[config.mk]
export PLATFORM = sky130hd
export DESIGN_NAME = wake_event_ctl
export DESIGN_NICKNAME = d
export VERILOG_FILES = /design/src/rtl/wake_pkg.sv /design/src/rtl/wake_ctl.sv /design/src/rtl/wake_dp.sv /design/src/rtl/wake_event_ctl.sv
export SDC_FILE = /design/constraint.sdc
export NUM_CORES = 1
export LEC_CHECK = 0
export ABC_AREA = 1
export BUFFER_PORTS_ARGS = -buffer_cell sky130_fd_sc_hd__buf_2
export CAP_MARGIN = 10
export CORE_ASPECT_RATIO = 0.8
export CORE_MARGIN = 5
export CORE_UTILIZATION = 25
export DETAILED_ROUTE_END_ITERATION = 8
export GPL_ROUTABILITY_DRIVEN = 0
export HOLD_SLACK_MARGIN = 0.12
export SYNTH_ARGS = -nofsm -noshare
export SYNTH_HDL_FRONTEND = slang
export SYNTH_SLANG_ARGS = --single-unit
[constraint.sdc]
create_clock -name clk -period 9.7 [get_ports clk]
set_input_delay 1.94 -clock clk [delete_from_list [all_inputs] [get_ports clk]]
set_output_delay 1.94 -clock clk [all_outputs]
set_load 0.01 [all_outputs]
[src/rtl/wake_pkg.sv]
package wake_pkg;

  localparam int NUM_EV  = 4;
  localparam int EV_RXA  = 0;
  localparam int EV_RXB  = 1;
  localparam int EV_BTN  = 2;
  localparam int EV_RING = 3;

  typedef enum logic [1:0] {
    RD_ZERO   = 2'd0,
    RD_STATUS = 2'd1,
    RD_DELAY  = 2'd2,
    RD_CTRL   = 2'd3
  } rdSel_e;

  typedef struct packed {
    logic   clrStatus;
    logic   rdEn;
    rdSel_e rdSel;
    logic   wrDelay;
    logic   wrCtrl;
    logic   cntLoad;
    logic   cntDec;
  } ctlStrobe_t;

endpackage

[src/rtl/wake_ctl.sv]
module wake_ctl
  import wake_pkg::*;
#(
  parameter logic [7:0] STATUS_IDX = 8'hB7,
  parameter logic [7:0] DELAY_IDX  = 8'hB8,
  parameter logic [7:0] CTRL_IDX   = 8'hB9
) (
  input  logic       clk,
  input  logic       rstN,
  input  logic [7:0] regIdx,
  input  logic       regWr,
  input  logic       regRd,
  input  logic       btnEvt,
  input  logic       offEn,
  input  logic       offSel,
  input  logic       msTick,
  input  logic       cntLast,
  output ctlStrobe_t strb,
  output logic       pwrOffReq
);

  typedef enum logic {ST_IDLE = 1'b0, ST_RUN = 1'b1} tmrState_e;

  tmrState_e state;
  logic      hitSts;
  logic      hitDly;
  logic      hitCtrl;
  logic      startOk;
  logic      expireNow;

  assign hitSts  = (regIdx == STATUS_IDX);
  assign hitDly  = (regIdx == DELAY_IDX);
  assign hitCtrl = (regIdx == CTRL_IDX);

  assign startOk   = (state == ST_IDLE) && btnEvt && offEn && offSel;
  assign expireNow = (state == ST_RUN) && msTick && cntLast;

  always_comb begin
    strb           = '0;
    strb.rdEn      = regRd;
    strb.clrStatus = regRd && hitSts;
    strb.wrDelay   = regWr && hitDly;
    strb.wrCtrl    = regWr && hitCtrl;
    strb.cntLoad   = startOk;
    strb.cntDec    = (state == ST_RUN) && msTick && !cntLast;
    if (hitSts)       strb.rdSel = RD_STATUS;
    else if (hitDly)  strb.rdSel = RD_DELAY;
    else if (hitCtrl) strb.rdSel = RD_CTRL;
    else              strb.rdSel = RD_ZERO;
  end

  always_ff @(posedge clk or negedge rstN) begin
    if (!rstN) begin
      state     <= ST_IDLE;
      pwrOffReq <= 1'b0;
    end else begin
      pwrOffReq <= expireNow;
      case (state)
        ST_IDLE: if (startOk) state <= ST_RUN;
        ST_RUN:  if (expireNow) state <= ST_IDLE;
        default: state <= ST_IDLE;
      endcase
    end
  end

  AST_OFF_PULSE: assert property (@(posedge clk) disable iff (!rstN)
    pwrOffReq |=> !pwrOffReq);

  AST_START_GATED: assert property (@(posedge clk) disable iff (!rstN)
    (state == ST_IDLE && !(offEn && offSel)) |=> (state == ST_IDLE));

  AST_RUN_HOLDS: assert property (@(posedge clk) disable iff (!rstN)
    (state == ST_RUN && !msTick) |=> (state == ST_RUN));

endmodule

[src/rtl/wake_dp.sv]
module wake_dp
  import wake_pkg::*;
#(
  parameter int DLY_BITS    = 6,
  parameter int MS_PER_STEP = 500,
  parameter int SLACK_TICKS = 1
) (
  input  logic              clk,
  input  logic              rstN,
  input  logic [NUM_EV-1:0] rawN,
  input  logic [7:0]        regWrData,
  input  ctlStrobe_t        strb,
  output logic [7:0]        regRdData,
  output logic              btnEvt,
  output logic              offEn,
  output logic              offSel,
  output logic              cntLast,
  output logic              pwrOnReq
);

  localparam int          MAX_TICKS = (1 << DLY_BITS) * MS_PER_STEP + SLACK_TICKS;
  localparam int          CNT_W     = $clog2(MAX_TICKS + 1);
  localparam logic [7:0]  CTRL_MASK = 8'h37;

  logic [NUM_EV-1:0]   evtFall;
  logic [NUM_EV-1:0]   sts;
  logic [DLY_BITS-1:0] dlyReg;
  logic [7:0]          ctrlReg;
  logic [CNT_W-1:0]    cnt;
  logic [CNT_W-1:0]    loadVal;
  logic [NUM_EV-1:0]   wakeMask;

  for (genvar g = 0; g < NUM_EV; g++) begin : gSync
    logic [2:0] sh;
    always_ff @(posedge clk or negedge rstN) begin
      if (!rstN) sh <= 3'b111;
      else       sh <= {sh[1:0], rawN[g]};
    end
    assign evtFall[g] = sh[2] & ~sh[1];
  end

  always_ff @(posedge clk or negedge rstN) begin
    if (!rstN) sts <= '0;
    else       sts <= (strb.clrStatus ? '0 : sts) | evtFall;
  end

  always_ff @(posedge clk or negedge rstN) begin
    if (!rstN) begin
      dlyReg  <= '0;
      ctrlReg <= '0;
    end else begin
      if (strb.wrDelay) dlyReg  <= regWrData[DLY_BITS-1:0];
      if (strb.wrCtrl)  ctrlReg <= regWrData & CTRL_MASK;
    end
  end

  always_ff @(posedge clk or negedge rstN) begin
    if (!rstN) begin
      regRdData <= '0;
    end else if (strb.rdEn) begin
      case (strb.rdSel)
        RD_STATUS: regRdData <= {{(8-NUM_EV){1'b0}}, sts};
        RD_DELAY:  regRdData <= {{(8-DLY_BITS){1'b0}}, dlyReg};
        RD_CTRL:   regRdData <= ctrlReg;
        default:   regRdData <= '0;
      endcase
    end
  end

  assign loadVal = (CNT_W'(dlyReg) + CNT_W'(1)) * CNT_W'(MS_PER_STEP) + CNT_W'(SLACK_TICKS);

  always_ff @(posedge clk or negedge rstN) begin
    if (!rstN)             cnt <= '0;
    else if (strb.cntLoad) cnt <= loadVal;
    else if (strb.cntDec)  cnt <= cnt - CNT_W'(1);
  end

  assign cntLast = (cnt == CNT_W'(1));
  assign btnEvt  = evtFall[EV_BTN];
  assign offEn   = ctrlReg[4];
  assign offSel  = ctrlReg[5];

  always_comb begin
    wakeMask          = '0;
    wakeMask[EV_RXA]  = ctrlReg[0];
    wakeMask[EV_RXB]  = ctrlReg[1];
    wakeMask[EV_RING] = ctrlReg[2];
  end

  assign pwrOnReq = |(sts & wakeMask);

  AST_CLR_ON_READ: assert property (@(posedge clk) disable iff (!rstN)
    (strb.clrStatus && evtFall == '0) |=> (sts == '0));

  AST_EVT_KEPT: assert property (@(posedge clk) disable iff (!rstN)
    evtFall[EV_RXA] |=> sts[EV_RXA]);

  AST_STS_RSV_ZERO: assert property (@(posedge clk) disable iff (!rstN)
    (strb.rdEn && strb.rdSel == RD_STATUS) |=> (regRdData[7:4] == 4'h0));

  AST_DLY_RSV_ZERO: assert property (@(posedge clk) disable iff (!rstN)
    (strb.rdEn && strb.rdSel == RD_DELAY) |=> (regRdData[7:6] == 2'b00));

  AST_BTN_NO_WAKE: assert property (@(posedge clk) disable iff (!rstN)
    (!sts[EV_RXA] && !sts[EV_RXB] && !sts[EV_RING]) |-> !pwrOnReq);

endmodule

[src/rtl/wake_event_ctl.sv]
module wake_event_ctl
  import wake_pkg::*;
#(
  parameter int         DLY_BITS    = 6,
  parameter int         MS_PER_STEP = 500,
  parameter int         SLACK_TICKS = 1,
  parameter logic [7:0] STATUS_IDX  = 8'hB7,
  parameter logic [7:0] DELAY_IDX   = 8'hB8,
  parameter logic [7:0] CTRL_IDX    = 8'hB9
) (
  input  logic       clk,
  input  logic       rstN,
  input  logic [7:0] regIdx,
  input  logic [7:0] regWrData,
  input  logic       regWr,
  input  logic       regRd,
  output logic [7:0] regRdData,
  input  logic       rxA,
  input  logic       rxB,
  input  logic       ringN,
  input  logic       buttonN,
  input  logic       msTick,
  output logic       pwrOnReq,
  output logic       pwrOffReq
);

  ctlStrobe_t        strb;
  logic              btnEvt;
  logic              offEn;
  logic              offSel;
  logic              cntLast;
  logic [NUM_EV-1:0] rawN;

  always_comb begin
    rawN          = '1;
    rawN[EV_RXA]  = rxA;
    rawN[EV_RXB]  = rxB;
    rawN[EV_BTN]  = buttonN;
    rawN[EV_RING] = ringN;
  end

  wake_ctl #(
    .STATUS_IDX(STATUS_IDX), .DELAY_IDX(DELAY_IDX), .CTRL_IDX(CTRL_IDX)
  ) u_ctl (
    .clk(clk), .rstN(rstN), .regIdx(regIdx), .regWr(regWr), .regRd(regRd),
    .btnEvt(btnEvt), .offEn(offEn), .offSel(offSel), .msTick(msTick),
    .cntLast(cntLast), .strb(strb), .pwrOffReq(pwrOffReq)
  );

  wake_dp #(
    .DLY_BITS(DLY_BITS), .MS_PER_STEP(MS_PER_STEP), .SLACK_TICKS(SLACK_TICKS)
  ) u_dp (
    .clk(clk), .rstN(rstN), .rawN(rawN), .regWrData(regWrData), .strb(strb),
    .regRdData(regRdData), .btnEvt(btnEvt), .offEn(offEn), .offSel(offSel),
    .cntLast(cntLast), .pwrOnReq(pwrOnReq)
  );

endmodule

# [Word-level counts from Yosys, hierarchy flattened]
# Index checks and enable logic that the tools add are counted.
[totals] wordCells=55 inputBits=25 regBits=52
[op_classes] n_mux=10 n_eq_ne=7 mul=1 addsub=3 bitwise_logic=11 reduce_logical=12
[ops] op="2-to-1 mux 15 bit" count=2
[ops] op="equality test 8 bit, second input constant" count=3
[ops] op="one-hot mux 6 bit (3 select lines)" count=1
[ops] op="adder 15 x 1 -> 15 bit, second input constant" count=1
[ops] op="equality test 15 x 1 -> 1 bit, second input constant" count=1
[ops] op="multiplier 15 x 7 -> 13 bit, second input constant" count=1
[ops] op="subtractor 15 x 1 -> 15 bit, second input constant" count=1
[ops] op="logical AND 1 bit" count=9
[ops] op="adder 6 x 1 -> 7 bit, second input constant" count=1
[ops] op="2-to-1 mux 2 bit" count=3
[ops] op="inverter 1 bit" count=5
[ops] op="AND 1 bit" count=4
[ops] op="AND 4 bit" count=1
[ops] op="equality test 2 bit, second input constant" count=2
[ops] op="2-to-1 mux 4 bit" count=1
[ops] op="OR 4 bit" count=1
[ops] op="OR reduction 4 bit" count=1
[ops] op="equality test 2 x 1 -> 1 bit, second input constant" count=1
[ops] op="2-to-1 mux 1 bit" count=2
[ops] op="one-hot mux 1 bit (2 select lines)" count=1
[ops] op="nonzero test 2 bit" count=1
[ops] op="zero test 1 bit" count=1

# [Longest topological paths before layout]
[logic_depth] word_depth=7 mapped_depth=24 depth_no_buf=23

# [Modules after synthesis]
# Synthesis repeated with hierarchy kept, for this count alone.
[unflattened] hier_cells=478 area_unflattened_um2=3828.7
[by_module_without_submodules] module="wake_dp" cells_each=438 n_inst=1 area_each_um2=3590.9
[by_module_without_submodules] module="wake_ctl" cells_each=40 n_inst=1 area_each_um2=237.7

# [Worst setup path after synthesis]
# OpenSTA, ideal clock, no wires.
[synth_timing] kind="reg-to-reg" startpoint="register u_dp.dlyReg[0]" endpoint="register u_dp.cnt[11]" arrival_ns=3.799 setup_slack_ns=5.783 stages_incl_launch_ff=18 path_buffers=1 t_required_ns=9.581 cell_sequence="dfrtp_1 -> buf_4 -> inv_1 -> ha_1 -> xor2_1 -> xnor2_1 -> fa_1 -> fa_1 -> fa_1 -> inv_1 -> ha_1 -> a21oi_1 -> nand2_1 -> nand3_1 -> nand2_1 -> xor2_1 -> nor2_1 -> nor2_1"
[synth_via] elab_chain_len=4
[synth_lines] element="start, declared" line_no="wake_dp.sv:27" text="logic [DLY_BITS-1:0] dlyReg;"
[synth_lines] element="start signal, assigned" line_no="wake_dp.sv:52" text="if (strb.wrDelay) dlyReg <= regWrData[DLY_BITS-1:0];"
[synth_lines] element="adder 6 x 1 -> 7 bit" line_no="wake_dp.sv:70" text="assign loadVal = (CNT_W'(dlyReg) + CNT_W'(1)) * CNT_W'(MS_PER_STEP) + CNT_W'(SLACK_TICKS);"
[synth_lines] element="multiplier 15 x 7 -> 13 bit" line_no="wake_dp.sv:70"
[synth_lines] element="adder 15 x 1 -> 15 bit" line_no="wake_dp.sv:70"
[synth_lines] element="2-to-1 mux 15 bit" line_no="wake_dp.sv:74" text="else if (strb.cntLoad) cnt <= loadVal;"
[synth_lines] element="end signal, assigned" line_no="wake_dp.sv:74"
[synth_lines] element="end signal, assigned" line_no="wake_dp.sv:75" text="else if (strb.cntDec) cnt <= cnt - CNT_W'(1);"
[synth_lines] element="end, declared" line_no="wake_dp.sv:29" text="logic [CNT_W-1:0] cnt;"
# Every way passes these cells.
# A chain may end at the register's enable or synchronous reset.

# [Final worst setup path]
# Same ends and word-level chain as after synthesis.

==> out/qor.yml <==
status:
  status: "completed"
die:
  start_util_pct: 25.45
  pin_count: 35
  dieArea_um2: 18680
  core_region_area_um2: 15750
  fp.dieW_um: 151.6
  die_h_um: 123.3
  rows: 41
route:
  wl_um: 8412
  vias: 3092
  first_pass_iters: 4
  antenna_left: 0
  drt_iter0_markers: 205
  drc: 0
  routed_via_density: 4.162
  drt-wirelength-per-cell_um: 11.32
grt:
  grt_max_degree: 51
  grt.total_usage_pct: 9.765
  grt_pass1_vias: 2904
  grt-ovfl-total: 0
  antenna_found_initial: 0
  grt_pass1_wl_um: 14590
worst_hold_path:
  min_path_type: "register to register"
placement:
  dp_slack_ns: 5.256
  io_buffers: 30
  dp.final_hpwl_um: 6756
sta:
  tns_ns: 0
  skew_ns: 0.004849
  grt_setup_unrepaired: "false"
  tightest_slew_ns: 0.7872
  drv_slew: 0
  clock.fmax_mhz: 224.7
  hold_slack_ns: 0.3545
  fin_ws_ns: 5.250
  period_share_pct: 45.87
  setup_viol: 0
  max-slew-margin-rel_pct: 47.29
  period_needed_ns: 4.450
  final-hold-violation-count: 0
clock_network:
  cts_tree: "yes"
  clock_latency_ns: 0.30
  cts_sinks: 50
  ctsHoldBuffers: 0
  ctsResizeCount: 0
  postCtsSetupBuffers: 0
  clock_path_buffers: 2
  h-tree-depth: 2
  ctsRootBufferMaster: "clkbuf_16"
  cts.clk_slew.worst_paths_ns: 0.07
  numCtsBuffers: 5
run:
  cap_violations: 0
logic_synthesis:
  synth-edff-count: 0
  synth.ff_latch_count: 50
  synth_compound_area_share_pct: 8.958
  synth-xor-area-share_pct: 4.370
  postSynthAreaPerCell_um2: 8.034
  synth_fa_ha_area_share_pct: 16.92
  synth_mux_area_share_pct: 0
  synth_top_area_share_pct: 23.72
  synth_area_leaders: "dfrtp_1, nand2_1, ha_1"
  async_flop_share_pct: 100.0
  post-synth-top-area-cell: "dfrtp_1"
  yosysWarnings: 0
  yosysSeqAreaShare_pct: 31.59
  synth_top_family_by_area: "simple AND/OR/NAND/NOR gates"
  yosys.cell_types.count: 46
  synth_area_um2: 4009
  synth_ff_type: "dfrtp_1"
  synthSimpleGateAreaFrac_pct: 29.34
  synthCells: 499
power_and_ir_drop:
  max-vdd-ir-drop_mv: 0.08555
  p_seq_share_pct: 24.9
  netSwitchingFraction_pct: 45.10
  p_per_area_nw_per_um2: 222.7
  p_comb_share_pct: 56.6
  power.internal_uw: 551.7
  p_clk_share_pct: 18.5
  p_leak_uw: 0.002221
  power.switching_uw: 453.1
setup_path:
  cp.required_ns: 9.89
  worstReg2RegStart: "u_dp.dlyReg[0]$_DFFE_PN0P_"
  crit_fanout: 10
  crit_start: "u_dp.dlyReg[0]$_DFFE_PN0P_"
  end_kind: "register"
  r2r-end: "u_dp.cnt[11]$_DFFE_PN0P_"
  endpoint: "u_dp.cnt[11]$_DFFE_PN0P_"
  path_class: "register to register"
  startpoint_type: "register"
  regToRegSetupSlack_ns: 5.25
  arrival_ns: 4.64
  worstRegToRegCells: 16
layout:
  final_common_cell: "nand2_1"
  antenna_cells: 0
  fill_cells: 1721
  drive_above_1_share_pct: 17.99
  syn2layout_area_growth_pct: 12.55
  layout_common_cells: "nand2_1, inv_1, dfrtp_1"
  layout.nets: 599
==> critical path: stages (launching register included) <==
cell	delay, ns
dfrtp_1	0.61
inv_1	0.21
ha_1	0.44
xor2_1	0.30
xnor2_1	0.18
fa_1	0.46
fa_1	0.49
fa_1	0.51
inv_1	0.04
ha_1	0.34
a21oi_1	0.17
nand2_1	0.13
nand3_1	0.09
nand2_1	0.06
xor2_1	0.16
nor2_1	0.10
nor2_1	0.05
==> per-stage QoR <==
stage,instances,cell area (µm²),utilization [%],power (µW)
2_1_floorplan,500,4013,-,703.2
3_3_place_gp,735,4358,27.67,821.1
3_5_place_dp,735,4358,27.67,823.0
4_1_cts,743,4512,28.65,1016
5_1_grt,743,4512,28.65,1125
6_report,743,4512,28.65,1005
==> sequential cells by signal (all words and copies together) (netlist names) <==
name and count:
u_dp.cnt 15, u_dp.ctrlReg 5, u_dp.dlyReg 6, u_ctl.state 1, u_dp.regRdData 6, u_ctl.pwrOffReq 1
u_dp.gSync.sh 12, u_dp.sts 4
==> final cells by class <==
type                            count  area (µm²)  share of cell area (%)
Multi-Input combinational cell    368        2396                   53.11
Sequential cell                    50        1266                   28.06
Inverter                           71       269.0                   5.962
Tap cell                          215       269.0                   5.962
Timing Repair Buffer               31       157.7                   3.494
Clock buffer                        5       125.1                   2.773
Clock inverter                      3       28.78                  0.6378
==> Yosys cell counts (8+ instances only) <==
library cell and instances:
a21oi_1 9, dfrtp_1 38, dfstp_2 12, fa_1 12
ha_1 35, inv_1 64, nand2_1 129, nand3_1 37
nor2_1 37, nor2_2 8, o21ai_0 16, o21ai_1 12
xor2_1 11
==> layer usage <==
layer	share of wire, %	GRT usage, %	vias to the layer above
met1	56	16.05	1383
met2	38	12.60	58
met3	5.3	2.455	6
met4	0.70	1.684	0
met5	0	0	-
li1	-	-	1645
==> cell families (layout without fill, tap and decap cells) <==
| logic type | Yosys count | count (layout) |
|---|---|---|
| XOR/XNOR | 17 | 17 |
| buffers and inverters | 82 | 110 |
| flip-flops | 50 | 50 |
| other | 1 | 2 |
| AO/OA/AOI/OAI | 59 | 59 |
| AND/OR/NAND/NOR | 243 | 243 |
| adder cells (fa/ha/maj) | 47 | 47 |
==> power groups by stage <==
| stage | Clock [µW] | Sequential (µW) | Combinational (µW) |
|---|---|---|---|
| after floorplan | 0 | 249 | 454 |
| final | 186 | 250 | 569 |
| after global routing | 204 | 254 | 667 |
| after detailed placement | 0 | 254 | 569 |
| after global placement | 0 | 254 | 567 |
| after CTS | 192 | 250 | 573 |
==> worst min path at each step <==
stage	from	end	slack, ns	cells past startpoint
finish	u_dp.gSync[2].sh[0]$_DFF_PN1_	u_dp.gSync[2].sh[1]$_DFF_PN1_	0.35	0
global route	u_dp.gSync[3].sh[0]$_DFF_PN1_	u_dp.gSync[3].sh[1]$_DFF_PN1_	0.36	0
CTS	u_dp.gSync[2].sh[0]$_DFF_PN1_	u_dp.gSync[2].sh[1]$_DFF_PN1_	0.36	0
detailed placement	u_dp.gSync[3].sh[0]$_DFF_PN1_	u_dp.gSync[3].sh[1]$_DFF_PN1_	0.35	0
global placement	u_dp.gSync[1].sh[0]$_DFF_PN1_	u_dp.gSync[1].sh[1]$_DFF_PN1_	0.35	0
floorplan	u_dp.gSync[0].sh[0]$_DFF_PN1_	u_dp.gSync[0].sh[1]$_DFF_PN1_	0.35	0
(Power assumes the default switching activity.)
